==> src/rtl/ssl_pkg.sv <==
package ssl_pkg;

   typedef enum logic [2:0] {
      OP_BUF_RD  = 3'b000,
      OP_BUF_WR  = 3'b001,
      OP_REG_RD  = 3'b010,
      OP_REG_WR  = 3'b011,
      OP_OFF     = 3'b100,
      OP_IRQ_CLR = 3'b101,
      OP_SPARE_A = 3'b110,
      OP_SPARE_B = 3'b111
   } ssl_op_e;

   typedef enum logic [1:0] {
      PH_CMD  = 2'd0,
      PH_DATA = 2'd1,
      PH_DONE = 2'd2
   } ssl_phase_e;

   typedef struct packed {
      logic buf_rd;
      logic buf_wr;
      logic reg_rd;
      logic reg_wr;
      logic off;
      logic irq_clr;
   } ssl_strobe_t;

endpackage

==> src/rtl/ssl_sync.sv <==
module ssl_sync #(
   parameter int WIDTH  = 1,
   parameter int STAGES = 2
) (
   input  logic             clk,
   input  logic             rst_n,
   input  logic [WIDTH-1:0] d,
   output logic [WIDTH-1:0] q
);

   if (STAGES < 2) begin : g_bad_stages
      $error("ssl_sync: STAGES must be at least 2");
   end
   if (WIDTH < 1) begin : g_bad_width
      $error("ssl_sync: WIDTH must be at least 1");
   end

   logic [STAGES-1:0][WIDTH-1:0] stg;

   always_ff @(posedge clk or negedge rst_n) begin
      if (!rst_n) begin
         stg <= '0;
      end else begin
         stg <= {stg[STAGES-2:0], d};
      end
   end

   assign q = stg[STAGES-1];

endmodule

==> src/rtl/ssl_edge.sv <==
module ssl_edge (
   input  logic clk,
   input  logic rst_n,
   input  logic ck_s,
   input  logic sel_s,
   input  logic pha,
   output logic sample_ev,
   output logic drive_ev
);

   logic ck_d;
   logic lead;
   logic trail;

   always_ff @(posedge clk or negedge rst_n) begin
      if (!rst_n) begin
         ck_d <= 1'b0;
      end else begin
         ck_d <= ck_s;
      end
   end

   assign lead      = ck_s & ~ck_d;
   assign trail     = ~ck_s & ck_d;
   assign sample_ev = sel_s & (pha ? trail : lead);
   assign drive_ev  = sel_s & (pha ? lead : trail);

endmodule

==> src/rtl/ssl_rx.sv <==
module ssl_rx #(
   parameter int DATA_W = 8
) (
   input  logic              clk,
   input  logic              rst_n,
   input  logic              sel_s,
   input  logic              sample_ev,
   input  logic              sdi_s,
   output logic              byte_done,
   output logic [DATA_W-1:0] byte_val
);

   localparam int CNT_W = $clog2(DATA_W);
   localparam logic [CNT_W-1:0] LAST = CNT_W'(DATA_W - 1);

   logic [CNT_W-1:0]  cnt;
   logic [DATA_W-2:0] sh;

   assign byte_val  = {sh, sdi_s};
   assign byte_done = sample_ev && (cnt == LAST);

   always_ff @(posedge clk or negedge rst_n) begin
      if (!rst_n) begin
         cnt <= '0;
         sh  <= '0;
      end else if (!sel_s) begin
         cnt <= '0;
         sh  <= '0;
      end else if (sample_ev) begin
         sh  <= byte_val[DATA_W-2:0];
         cnt <= byte_done ? '0 : cnt + 1'b1;
      end
   end

endmodule

==> src/rtl/ssl_tx.sv <==
module ssl_tx #(
   parameter int DATA_W = 8
) (
   input  logic              clk,
   input  logic              rst_n,
   input  logic              sel_s,
   input  logic              drive_ev,
   input  logic              cap_en,
   input  logic [DATA_W-1:0] cap_data,
   output logic              sdo
);

   logic              pend;
   logic [DATA_W-1:0] hold;
   logic [DATA_W-1:0] sh;

   always_ff @(posedge clk or negedge rst_n) begin
      if (!rst_n) begin
         pend <= 1'b0;
         hold <= '0;
         sh   <= '0;
         sdo  <= 1'b0;
      end else if (!sel_s) begin
         pend <= 1'b0;
         sh   <= '0;
         sdo  <= 1'b0;
      end else begin
         if (cap_en) begin
            pend <= 1'b1;
            hold <= cap_data;
         end
         if (drive_ev) begin
            if (pend) begin
               sdo  <= hold[DATA_W-1];
               sh   <= {hold[DATA_W-2:0], 1'b0};
               pend <= 1'b0;
            end else begin
               sdo <= sh[DATA_W-1];
               sh  <= {sh[DATA_W-2:0], 1'b0};
            end
         end
      end
   end

endmodule

==> src/rtl/ssl_ctrl.sv <==
module ssl_ctrl
   import ssl_pkg::*;
#(
   parameter int DATA_W = 8,
   parameter int OP_W   = 3,
   localparam int FIELD_W = DATA_W - OP_W
) (
   input  logic               clk,
   input  logic               rst_n,
   input  logic               sel_s,
   input  logic               byte_done,
   input  logic [DATA_W-1:0]  byte_val,
   output ssl_strobe_t        stb,
   output logic [FIELD_W-1:0] addr,
   output logic [DATA_W-1:0]  wr_data
);

   if (OP_W != 3) begin : g_bad_op
      $error("ssl_ctrl: the opcode field must be 3 bits");
   end

   ssl_op_e            op_in;
   logic [FIELD_W-1:0] field;
   ssl_op_e            op;
   ssl_phase_e         phase;
   logic [FIELD_W-1:0] rem;
   logic               adv;

   assign op_in = ssl_op_e'(byte_val[DATA_W-1 -: OP_W]);
   assign field = byte_val[FIELD_W-1:0];

   always_ff @(posedge clk or negedge rst_n) begin
      if (!rst_n) begin
         stb     <= '0;
         op      <= OP_SPARE_A;
         phase   <= PH_CMD;
         rem     <= '0;
         addr    <= '0;
         adv     <= 1'b0;
         wr_data <= '0;
      end else begin
         stb <= '0;
         if (!sel_s) begin
            phase <= PH_CMD;
            rem   <= '0;
            adv   <= 1'b0;
         end else if (byte_done) begin
            case (phase)
               PH_CMD: begin
                  op    <= op_in;
                  rem   <= field;
                  addr  <= field;
                  adv   <= 1'b0;
                  phase <= PH_DONE;
                  case (op_in)
                     OP_BUF_RD: begin
                        if (field != '0) begin
                           stb.buf_rd <= 1'b1;
                           rem        <= field - 1'b1;
                           phase      <= PH_DATA;
                        end
                     end
                     OP_BUF_WR: begin
                        if (field != '0) phase <= PH_DATA;
                     end
                     OP_REG_RD: begin
                        stb.reg_rd <= 1'b1;
                        phase      <= PH_DATA;
                     end
                     OP_REG_WR:  phase <= PH_DATA;
                     OP_OFF:     stb.off <= 1'b1;
                     OP_IRQ_CLR: stb.irq_clr <= 1'b1;
                     default: ;
                  endcase
               end
               PH_DATA: begin
                  case (op)
                     OP_BUF_RD: begin
                        if (rem != '0) begin
                           stb.buf_rd <= 1'b1;
                           rem        <= rem - 1'b1;
                        end else begin
                           phase <= PH_DONE;
                        end
                     end
                     OP_BUF_WR: begin
                        stb.buf_wr <= 1'b1;
                        wr_data    <= byte_val;
                        rem        <= rem - 1'b1;
                        if (rem == FIELD_W'(1)) phase <= PH_DONE;
                     end
                     OP_REG_RD: begin
                        stb.reg_rd <= 1'b1;
                        addr       <= addr + 1'b1;
                     end
                     OP_REG_WR: begin
                        stb.reg_wr <= 1'b1;
                        wr_data    <= byte_val;
                        if (adv) addr <= addr + 1'b1;
                        adv <= 1'b1;
                     end
                     default: phase <= PH_DONE;
                  endcase
               end
               PH_DONE: ;
               default: phase <= PH_CMD;
            endcase
         end
      end
   end

endmodule

==> src/rtl/serial_cmd_slave.sv <==
module serial_cmd_slave
   import ssl_pkg::*;
#(
   parameter int DATA_W      = 8,
   parameter int OP_W        = 3,
   parameter int SYNC_STAGES = 2,
   localparam int FIELD_W    = DATA_W - OP_W
) (
   input  logic               clk,
   input  logic               rst_n,
   input  logic               cfg_cs_pol,
   input  logic               cfg_sck_pol,
   input  logic               cfg_sck_pha,
   input  logic               rx_transparent,
   input  logic               cs_in,
   input  logic               sck_in,
   input  logic               sdi,
   output logic               sdo,
   output logic               sdo_oe,
   output logic               buf_rd_stb,
   output logic               buf_wr_stb,
   input  logic [DATA_W-1:0]  buf_rdata,
   output logic               reg_rd_stb,
   output logic               reg_wr_stb,
   output logic [FIELD_W-1:0] reg_addr,
   input  logic [DATA_W-1:0]  reg_rdata,
   output logic [DATA_W-1:0]  wr_data,
   output logic               off_stb,
   output logic               irq_clr_stb
);

   if (DATA_W < 4) begin : g_bad_data
      $error("serial_cmd_slave: DATA_W too small");
   end
   if (FIELD_W < 1) begin : g_bad_field
      $error("serial_cmd_slave: no room for the count field");
   end

   logic              sel_raw;
   logic [2:0]        pins_raw;
   logic [2:0]        pins_s;
   logic              sel_s;
   logic              ck_s;
   logic              sdi_s;
   logic              sample_ev;
   logic              drive_ev;
   logic              byte_done;
   logic [DATA_W-1:0] byte_val;
   ssl_strobe_t       stb;
   logic              cap_en;
   logic [DATA_W-1:0] cap_data;

   assign sel_raw  = ~(cs_in ^ cfg_cs_pol);
   assign pins_raw = {sel_raw, sck_in ^ cfg_sck_pol, sdi};
   assign sdo_oe   = sel_raw | rx_transparent;

   ssl_sync #(.WIDTH(3), .STAGES(SYNC_STAGES)) u_sync (
      .clk   (clk),
      .rst_n (rst_n),
      .d     (pins_raw),
      .q     (pins_s)
   );

   assign sel_s = pins_s[2];
   assign ck_s  = pins_s[1];
   assign sdi_s = pins_s[0];

   ssl_edge u_edge (
      .clk       (clk),
      .rst_n     (rst_n),
      .ck_s      (ck_s),
      .sel_s     (sel_s),
      .pha       (cfg_sck_pha),
      .sample_ev (sample_ev),
      .drive_ev  (drive_ev)
   );

   ssl_rx #(.DATA_W(DATA_W)) u_rx (
      .clk       (clk),
      .rst_n     (rst_n),
      .sel_s     (sel_s),
      .sample_ev (sample_ev),
      .sdi_s     (sdi_s),
      .byte_done (byte_done),
      .byte_val  (byte_val)
   );

   ssl_ctrl #(.DATA_W(DATA_W), .OP_W(OP_W)) u_ctrl (
      .clk       (clk),
      .rst_n     (rst_n),
      .sel_s     (sel_s),
      .byte_done (byte_done),
      .byte_val  (byte_val),
      .stb       (stb),
      .addr      (reg_addr),
      .wr_data   (wr_data)
   );

   assign cap_en   = stb.buf_rd | stb.reg_rd;
   assign cap_data = stb.buf_rd ? buf_rdata : reg_rdata;

   ssl_tx #(.DATA_W(DATA_W)) u_tx (
      .clk      (clk),
      .rst_n    (rst_n),
      .sel_s    (sel_s),
      .drive_ev (drive_ev),
      .cap_en   (cap_en),
      .cap_data (cap_data),
      .sdo      (sdo)
   );

   assign buf_rd_stb  = stb.buf_rd;
   assign buf_wr_stb  = stb.buf_wr;
   assign reg_rd_stb  = stb.reg_rd;
   assign reg_wr_stb  = stb.reg_wr;
   assign off_stb     = stb.off;
   assign irq_clr_stb = stb.irq_clr;

endmodule

==> config.mk <==
export PLATFORM = sky130hd
export DESIGN_NAME = serial_cmd_slave
export DESIGN_NICKNAME = d
export VERILOG_FILES = /design/src/rtl/ssl_pkg.sv /design/src/rtl/ssl_sync.sv /design/src/rtl/ssl_edge.sv /design/src/rtl/ssl_rx.sv /design/src/rtl/ssl_tx.sv /design/src/rtl/ssl_ctrl.sv /design/src/rtl/serial_cmd_slave.sv
export SDC_FILE = /design/constraint.sdc
export NUM_CORES = 1
export LEC_CHECK = 0
export ABC_AREA = 1
export BUFFER_PORTS_ARGS = -buffer_cell sky130_fd_sc_hd__buf_2
export CORE_MARGIN = 2
export CORE_UTILIZATION = 55
export DETAILED_ROUTE_END_ITERATION = 7
export GPL_TIMING_DRIVEN = 0
export PLACE_DENSITY = 0.74
export SYNTH_ARGS = -nofsm -noshare
export SYNTH_HDL_FRONTEND = slang
export SYNTH_SLANG_ARGS = --single-unit
export TNS_END_PERCENT = 50
==> constraint.sdc <==
create_clock -name clk -period 1.7 [get_ports clk]
set_input_delay 0.085 -clock clk [delete_from_list [all_inputs] [get_ports clk]]
set_output_delay 0.085 -clock clk [all_outputs]
set_load 0.02 [all_outputs]
==> results of run 1 <==
-- per-layer routing --
metal	vias to the layer above	wire (µm)
met3	13	223
met2	42	3569
met5	-	0
met4	0	115
li1	1471	-
met1	1394	3324
-- cell usage after synthesis (3+ instances only) --
master / instances / share of area, %
nor2_2: 4 / 0.75
dfrtp_1: 62 / 47
xor2_1: 3 / 0.79
nor2_1: 31 / 3.5
o22ai_1: 14 / 2.6
nand2_2: 4 / 0.75
nand2_4: 3 / 1.0
inv_2: 3 / 0.34
nand4_1: 3 / 0.56
ha_1: 6 / 2.3
inv_1: 65 / 7.3
nand3_1: 23 / 3.5
buf_4: 3 / 0.68
buf_2: 3 / 0.45
a21oi_1: 6 / 0.90
nand2_1: 111 / 12
o21ai_0: 40 / 6.0
o211ai_1: 7 / 1.6
-- stage by stage --
step                      worst slack [ps]  instance area [µm²]  hold slack, ps  setup TNS [ps]  total power (W)
after CTS                            72.56                 3953           3.081               0         0.003732
after floorplan                      262.7                 3334          -210.6               0         0.002197
after detailed placement             100.8                 3654           194.4               0         0.002390
after global routing                -8.193                 3973           11.58          -8.193         0.003949
after global placement               129.9                 3654           194.2               0         0.002371
final                                116.5                 3973           13.94               0         0.003721
-- final cells by class --
type | count | area [µm²]
Fill cell | 521 | 1913
Sequential cell | 64 | 1604
Multi-Input combinational cell | 276 | 1426
Timing Repair Buffer | 56 | 337.8
Inverter | 68 | 255.2
Clock buffer | 13 | 158.9
Tap cell | 75 | 93.84
Buffer | 9 | 56.30
Clock inverter | 3 | 40.04
-- layout by cell type, fill, tap and decap left out, types with 3 or more instances in the layout --
master and n:
a21oi_1 6, nand2_4 3, dfrtp_1 62, inv_2 4, ha_1 5, o211ai_1 7
nand2_1 110, dlygate4sd3_1 11, clkbuf_1 4, nand4_1 3, o22ai_1 14, o21ai_0 40
inv_1 64, nand2_2 5, buf_4 4, buf_2 47, nor2_2 5, xor2_1 3
nor2_1 30, nand3_1 23, clkbuf_8 11
-- cells by family after synthesis --
logic type	count (synthesis)	synth area share [%]
AO/OA/AOI/OAI	75	12.95
XOR/XNOR	4	1.051
adder cells (fa/ha/maj)	6	2.251
buffers and inverters	77	9.343
flip-flops	64	48.11
AND/OR/NAND/NOR	191	26.30
-- sequential cells by signal, summed over array words and instances (netlist names) --
| signal | flops |
|---|---|
| u_ctrl.wr_data | 8 |
| u_tx.hold | 8 |
| u_rx.sh | 7 |
| u_tx.sh | 7 |
| u_ctrl.stb | 6 |
| u_ctrl.addr | 5 |
| u_ctrl.rem | 5 |
| u_ctrl.op | 3 |
| u_rx.cnt | 3 |
| u_sync.q | 3 |
| u_sync.stg | 3 |
| u_ctrl.phase | 2 |
| u_ctrl.adv | 1 |
| u_edge.ck_d | 1 |
| u_tx.pend | 1 |
| u_tx.sdo | 1 |
-- power breakdown --
group / internal, W / switching, W / leakage [nW]
Combinational: 0.000265 / 0.000475 / 1.27
Sequential: 0.00160 / 0.0000562 / 0.813
Clock: 0.000754 / 0.000573 / 0.103
-- worst min-delay path, cell delays in order --
cell and delay (ps):
buf_2 70, o211ai_1 80, o21ai_0 80
-- worst max path at each step --
stage / startpoint / end / depth (start not counted)
floorplan: u_rx.cnt[0]$_DFFE_PN0P_ / u_ctrl.rem[3]$_DFFE_PN0P_ / 9
global placement: u_rx.sh[0]$_DFFE_PN0P_ / u_ctrl.phase[1]$_DFFE_PN0P_ / 8
detailed placement: u_rx.cnt[0]$_DFFE_PN0P_ / u_ctrl.rem[3]$_DFFE_PN0P_ / 9
CTS: u_rx.cnt[0]$_DFFE_PN0P_ / u_ctrl.rem[3]$_DFFE_PN0P_ / 9
global route: u_rx.sh[0]$_DFFE_PN0P_ / u_ctrl.phase[1]$_DFFE_PN0P_ / 8
finish: u_rx.sh[0]$_DFFE_PN0P_ / u_ctrl.phase[1]$_DFFE_PN0P_ / 8
-- repair_timing --
action                     in CTS  in global routing
hold buffers                   10                  1
resized for setup               0                  4
setup endpoints to repair       0                  6
hold endpoints to repair        8                 62
==> impl_metrics.env, run 1 <==
export IMPL_endpoint_kind="flip-flop"
export IMPL_timing_rr_start="u_rx.sh[0]$_DFFE_PN0P_"
export IMPL_drtPass1Iterations=4
export IMPL_clkTransAtPathRegs_ps=70
export IMPL_hold_path_cell_count=3
export IMPL_synthDistinctLibCells=37
export IMPL_yosysWarnings=0
export IMPL_drtAntennaViolNets=0
export IMPL_ys_seq_area_share_pct=48.11
export IMPL_met2_usage_pct=40.89
export IMPL_cts_post_setup_buffers_inserted=0
export IMPL_row_count=28
export IMPL_port_buffers=45
export IMPL_grt_max_degree=65
export IMPL_outcome="finished, final reports clean"
export IMPL_ys_seq_elements=64
export IMPL_synth_area_mm2=0.003334
export IMPL_via_per_inst=5.177
export IMPL_placed_cells=537
export IMPL_hold_class="in -> reg"
export IMPL_p_per_area_mw_per_mm2=936.6
export IMPL_overflow=0
export IMPL_cp_num_buf_inv=2
export IMPL_fp_coreArea_mm2=0.005886
export IMPL_max_cap_viol_count=0
export IMPL_cts_tree="done"
export IMPL_timing_fmax_ghz=0.6315
export IMPL_synthArstFlopShare_pct=100.0
export IMPL_drt_initial_drc_count=152
export IMPL_syn_area_per_cell_um2=7.996
export IMPL_min_from="reg_rdata[6]"
export IMPL_clock_path_buffers=2
export IMPL_grt_use_total_pct=24.62
export IMPL_utilization_pct=67.50
export IMPL_syn_to_final_growth_pct=19.14
export IMPL_grtUsageMet3_pct=4.945
export IMPL_initial_core_util_pct=56.65
export IMPL_busiest_layer="met2"
export IMPL_vdd_drop_max_v=0.0005804
export IMPL_cts_sinks=64
export IMPL_io_pins=46
export IMPL_cts_buffers=9
export IMPL_crit_chain="inv_1 > ha_1 > nand3_1 > o21ai_0 > inv_1 > nor2_1 > nand3_1 > nand2_1"
export IMPL_drcViolationCount=0
export IMPL_netlist_instances=417
export IMPL_crit_arrival_ps=1870
export IMPL_synth_edf_count=0
export IMPL_drive_gt1_share_pct=19.63
export IMPL_vias=2920
export IMPL_cp_start_kind="flip-flop"
export IMPL_fin_crit_sh_pct=93.15
export IMPL_crit_type="reg -> reg"
export IMPL_clock_root_buffer="clkbuf_8"
export IMPL_fin_cells=564
export IMPL_dp_final_hpwl_um=5262
export IMPL_p_leak_nw=2.187
export IMPL_reg2reg_to="u_ctrl.phase[1]$_DFFE_PN0P_"
export IMPL_worstRegToRegCells=8
export IMPL_die_h_um=81.86
export IMPL_clock_latency_ps=340
export IMPL_dieWidth_um=81.86
export IMPL_fin_crit_ps=1583
export IMPL_finalClockSkew_ps=6.852
export IMPL_grt_antenna_before_repair=0
export IMPL_tightest_slew_ps=781.4
export IMPL_finalWirelength_um=7233
export IMPL_gp_congestion=0.8935
export IMPL_setup_violations=0
export IMPL_synthFlopType="dfrtp_1"
export IMPL_final_nets=515
export IMPL_reg2reg_slack_ps=120
export IMPL_hold_path_end="u_tx.hold[6]$_DFFE_PN0P_"
export IMPL_diodes=0
export IMPL_crit_fanout=4
export IMPL_required_ps=1990
export IMPL_syn_num_nets=448
export IMPL_rsz0062_at_grt="true"
export IMPL_grt_pass1_wl_um=12390
export IMPL_slew_headroom_pct=47.91
export IMPL_wl_per_cell_um=12.82
export IMPL_finalMaxSlewViolations=0
export IMPL_slowest_delay_ps=410
export IMPL_cp_slowest_cell="dfrtp_1"
export IMPL_cp_top_family="flip-flops"
export IMPL_die_area_mm2=0.006701
export IMPL_finalHoldViolCount=0
export IMPL_grt_pass1_vias=2817
export IMPL_met1_usage_pct=31.95
export IMPL_htree_levels=3
Note: power is estimated with default switching activity, not from simulation.
==> inputs of run 2 (changes only) <==
--- a/config.mk
+++ b/config.mk
@@ -11,7 +11,9 @@
 export CORE_UTILIZATION = 55
 export DETAILED_ROUTE_END_ITERATION = 7
 export GPL_TIMING_DRIVEN = 0
+export MAX_ROUTING_LAYER = met4
 export PLACE_DENSITY = 0.74
+export RECOVER_POWER = 25
 export SYNTH_ARGS = -nofsm -noshare
 export SYNTH_HDL_FRONTEND = slang
 export SYNTH_SLANG_ARGS = --single-unit
==> run 2 against run 1 <==
Effect of this change:
- hold slack improved by 8.8 ps
- sequential power barely moved
- power rose by 6.2%
- combinational power rose by 3.0%
- critical path type unchanged
- critical endpoint is now u_ctrl.rem[0]$_DFFE_PN0P_
==> impl_metrics.env, run 2 (synthesis gave the netlist of run 1 again) <==
export IMPL_grt_use_total_pct=24.95
export IMPL_outcome="finished, final reports clean"
export IMPL_hold_class="in -> reg"
export IMPL_finalSetupTns_ps=0
export IMPL_diodes=0
export IMPL_final_common_cell="nand2_1"
export IMPL_p_sw_w=0.001129
export IMPL_reg2reg_to="u_ctrl.rem[0]$_DFFE_PN0P_"
export IMPL_clkTransAtPathRegs_ps=70
export IMPL_cp_top_family="simple AND/OR/NAND/NOR gates"
export IMPL_timing_fmax_ghz=0.6388
export IMPL_finalWirelength_um=7239
export IMPL_p_leak_nw=2.181
export IMPL_fin_crit_sh_pct=92.09
export IMPL_row_count=28
export IMPL_utilization_pct=68.58
export IMPL_endpoint_kind="flip-flop"
export IMPL_wl_per_cell_um=12.79
export IMPL_hold_path_end="u_tx.hold[6]$_DFFE_PN0P_"
export IMPL_die_h_um=81.86
export IMPL_slowest_delay_ps=400
export IMPL_initial_core_util_pct=56.65
export IMPL_p_total_w=0.003953
export IMPL_tightest_slew_ps=848.9
export IMPL_reg_top3="u_ctrl.wr_data (8), u_tx.hold (8)"
export IMPL_overflow=0
export IMPL_drtAntennaViolNets=0
export IMPL_slew_headroom_pct=43.40
export IMPL_crit_arrival_ps=1790
export IMPL_finalClockSkew_ps=4.267
export IMPL_crit_chain="inv_1 > ha_1 > nand3_1 > nand2_1 > inv_1 > nor2_1 > nor2_1 > nand2_1 > o21ai_0"
export IMPL_min_from="reg_rdata[6]"
export IMPL_combPwrFrac_pct=19.3
export IMPL_grt_max_degree=34
export IMPL_clock_root_buffer="clkbuf_8"
export IMPL_dieWidth_um=81.86
export IMPL_clock_latency_ps=350
export IMPL_cts_buffers=9
export IMPL_final_cell_mix="nand2_1, inv_1, dfrtp_1, buf_2, o21ai_0"
export IMPL_worstRegToRegCells=9
export IMPL_fin_cells=566
export IMPL_reg2reg_slack_ps=130
export IMPL_placed_cells=538
export IMPL_intPower_w=0.002824
export IMPL_hold_path_cell_count=3
export IMPL_syn_to_final_growth_pct=21.05
export IMPL_dpl_cell_area_mm2=0.003674
export IMPL_gp_congestion=0.8955
export IMPL_fp_coreArea_mm2=0.005886
export IMPL_port_buffers=45
export IMPL_timing_rr_start="u_sync.q[0]$_DFF_PN0_"
export IMPL_cts_sinks=64
export IMPL_switching_share_pct=28.56
export IMPL_die_area_mm2=0.006701
export IMPL_finalMaxSlewViolations=0
export IMPL_grt_antenna_before_repair=0
export IMPL_htree_levels=3
export IMPL_drcViolationCount=0
export IMPL_dp_final_hpwl_um=5275
export IMPL_vias=2896
export IMPL_grt_pass1_vias=2777
export IMPL_via_per_inst=5.117
export IMPL_p_per_area_mw_per_mm2=979.3
export IMPL_vdd_drop_max_v=0.0005487
export IMPL_drive_gt1_share_pct=18.74
export IMPL_required_ps=1920
export IMPL_clkPwrFrac_pct=38.8
export IMPL_fin_crit_ps=1566
export IMPL_drtPass1Iterations=4
export IMPL_cp_num_buf_inv=2
export IMPL_clock_path_buffers=2
export IMPL_grt_pass1_wl_um=12280
export IMPL_fillers=506
export IMPL_max_cap_viol_count=0
export IMPL_seq_power_share_pct=41.9
export IMPL_finalHoldViolCount=0
export IMPL_final_nets=517
export IMPL_rsz0062_at_grt="false"
export IMPL_crit_type="reg -> reg"
export IMPL_cp_start_kind="flip-flop"
export IMPL_stdcell_area_mm2=0.004036
export IMPL_drt_initial_drc_count=109
export IMPL_crit_fanout=4
export IMPL_cts_tree="done"
export IMPL_io_pins=46
export IMPL_cp_slowest_cell="dfrtp_1"
export IMPL_setup_violations=0
-- run 2: cell count changes in the layout (fill, tap and decap cells not counted), sizes merged --
| cell | before | now |
|---|---|---|
| clkbuf | 15 | 25 |
| buf | 52 | 44 |
| clkinv | 2 | 0 |
| bufinv | 1 | 2 |
| dlygate4sd3 | 11 | 12 |
-- run 2: how the worst max path moves through the flow --
stage	startpoint	end	depth (start not counted)
floorplan	u_rx.cnt[0]$_DFFE_PN0P_	u_ctrl.rem[3]$_DFFE_PN0P_	9
global placement	u_rx.sh[0]$_DFFE_PN0P_	u_ctrl.phase[1]$_DFFE_PN0P_	8
detailed placement	u_rx.cnt[0]$_DFFE_PN0P_	u_ctrl.rem[2]$_DFFE_PN0P_	9
CTS	u_rx.cnt[0]$_DFFE_PN0P_	u_ctrl.rem[2]$_DFFE_PN0P_	9
global route	u_ctrl.rem[0]$_DFFE_PN0P_	u_ctrl.phase[0]$_DFFE_PN0P_	11
finish	u_sync.q[0]$_DFF_PN0_	u_ctrl.rem[0]$_DFFE_PN0P_	9
-- run 2: metal layers --
metal	global-route usage (%)	up-vias	wire length (µm)
met3	4.835	11	247
met5	-	-	0
met1	31.14	1365	3355
met2	39.59	47	3528
li1	-	1473	-
met4	11.00	0	108
-- run 2: final cells by class --
cell class | count | area (µm²) | share of cell area [%]
Sequential cell | 64 | 1604 | 39.74
Multi-Input combinational cell | 276 | 1439 | 35.65
Timing Repair Buffer | 58 | 355.3 | 8.803
Inverter | 68 | 255.2 | 6.324
Clock buffer | 14 | 172.7 | 4.278
Tap cell | 75 | 93.84 | 2.325
Clock inverter | 2 | 60.06 | 1.488
Buffer | 9 | 56.30 | 1.395
-- run 2: metrics by stage --
stage	worst slack, ps	hold slack, ps
global route	18.51	21.24
floorplan	262.7	-210.6
detailed placement	99.55	194.4
finish	134.5	22.75
global placement	125.2	194.1
CTS	75.44	16.28
-- run 2: power by group through the flow --
stage | Clock [W] | Combinational (W) | Sequential, W
after floorplan | 0 | 0.000530 | 0.00167
after global placement | 0 | 0.000695 | 0.00168
after detailed placement | 0 | 0.000713 | 0.00168
after CTS | 0.00156 | 0.000745 | 0.00166
after global routing | 0.00164 | 0.000884 | 0.00166
final | 0.00153 | 0.000762 | 0.00166
-- run 2: tightest hold or removal path: stages --
cell and delay (ps):
buf_2 80, o211ai_1 80, o21ai_0 80
-- run 2: repair_timing --
action                                 CTS  global route
buffers inserted                         0             0
resized for setup                        0             9
hold buffers                            12             0
endpoints found under the hold margin   39             0
setup endpoints to repair                0             8
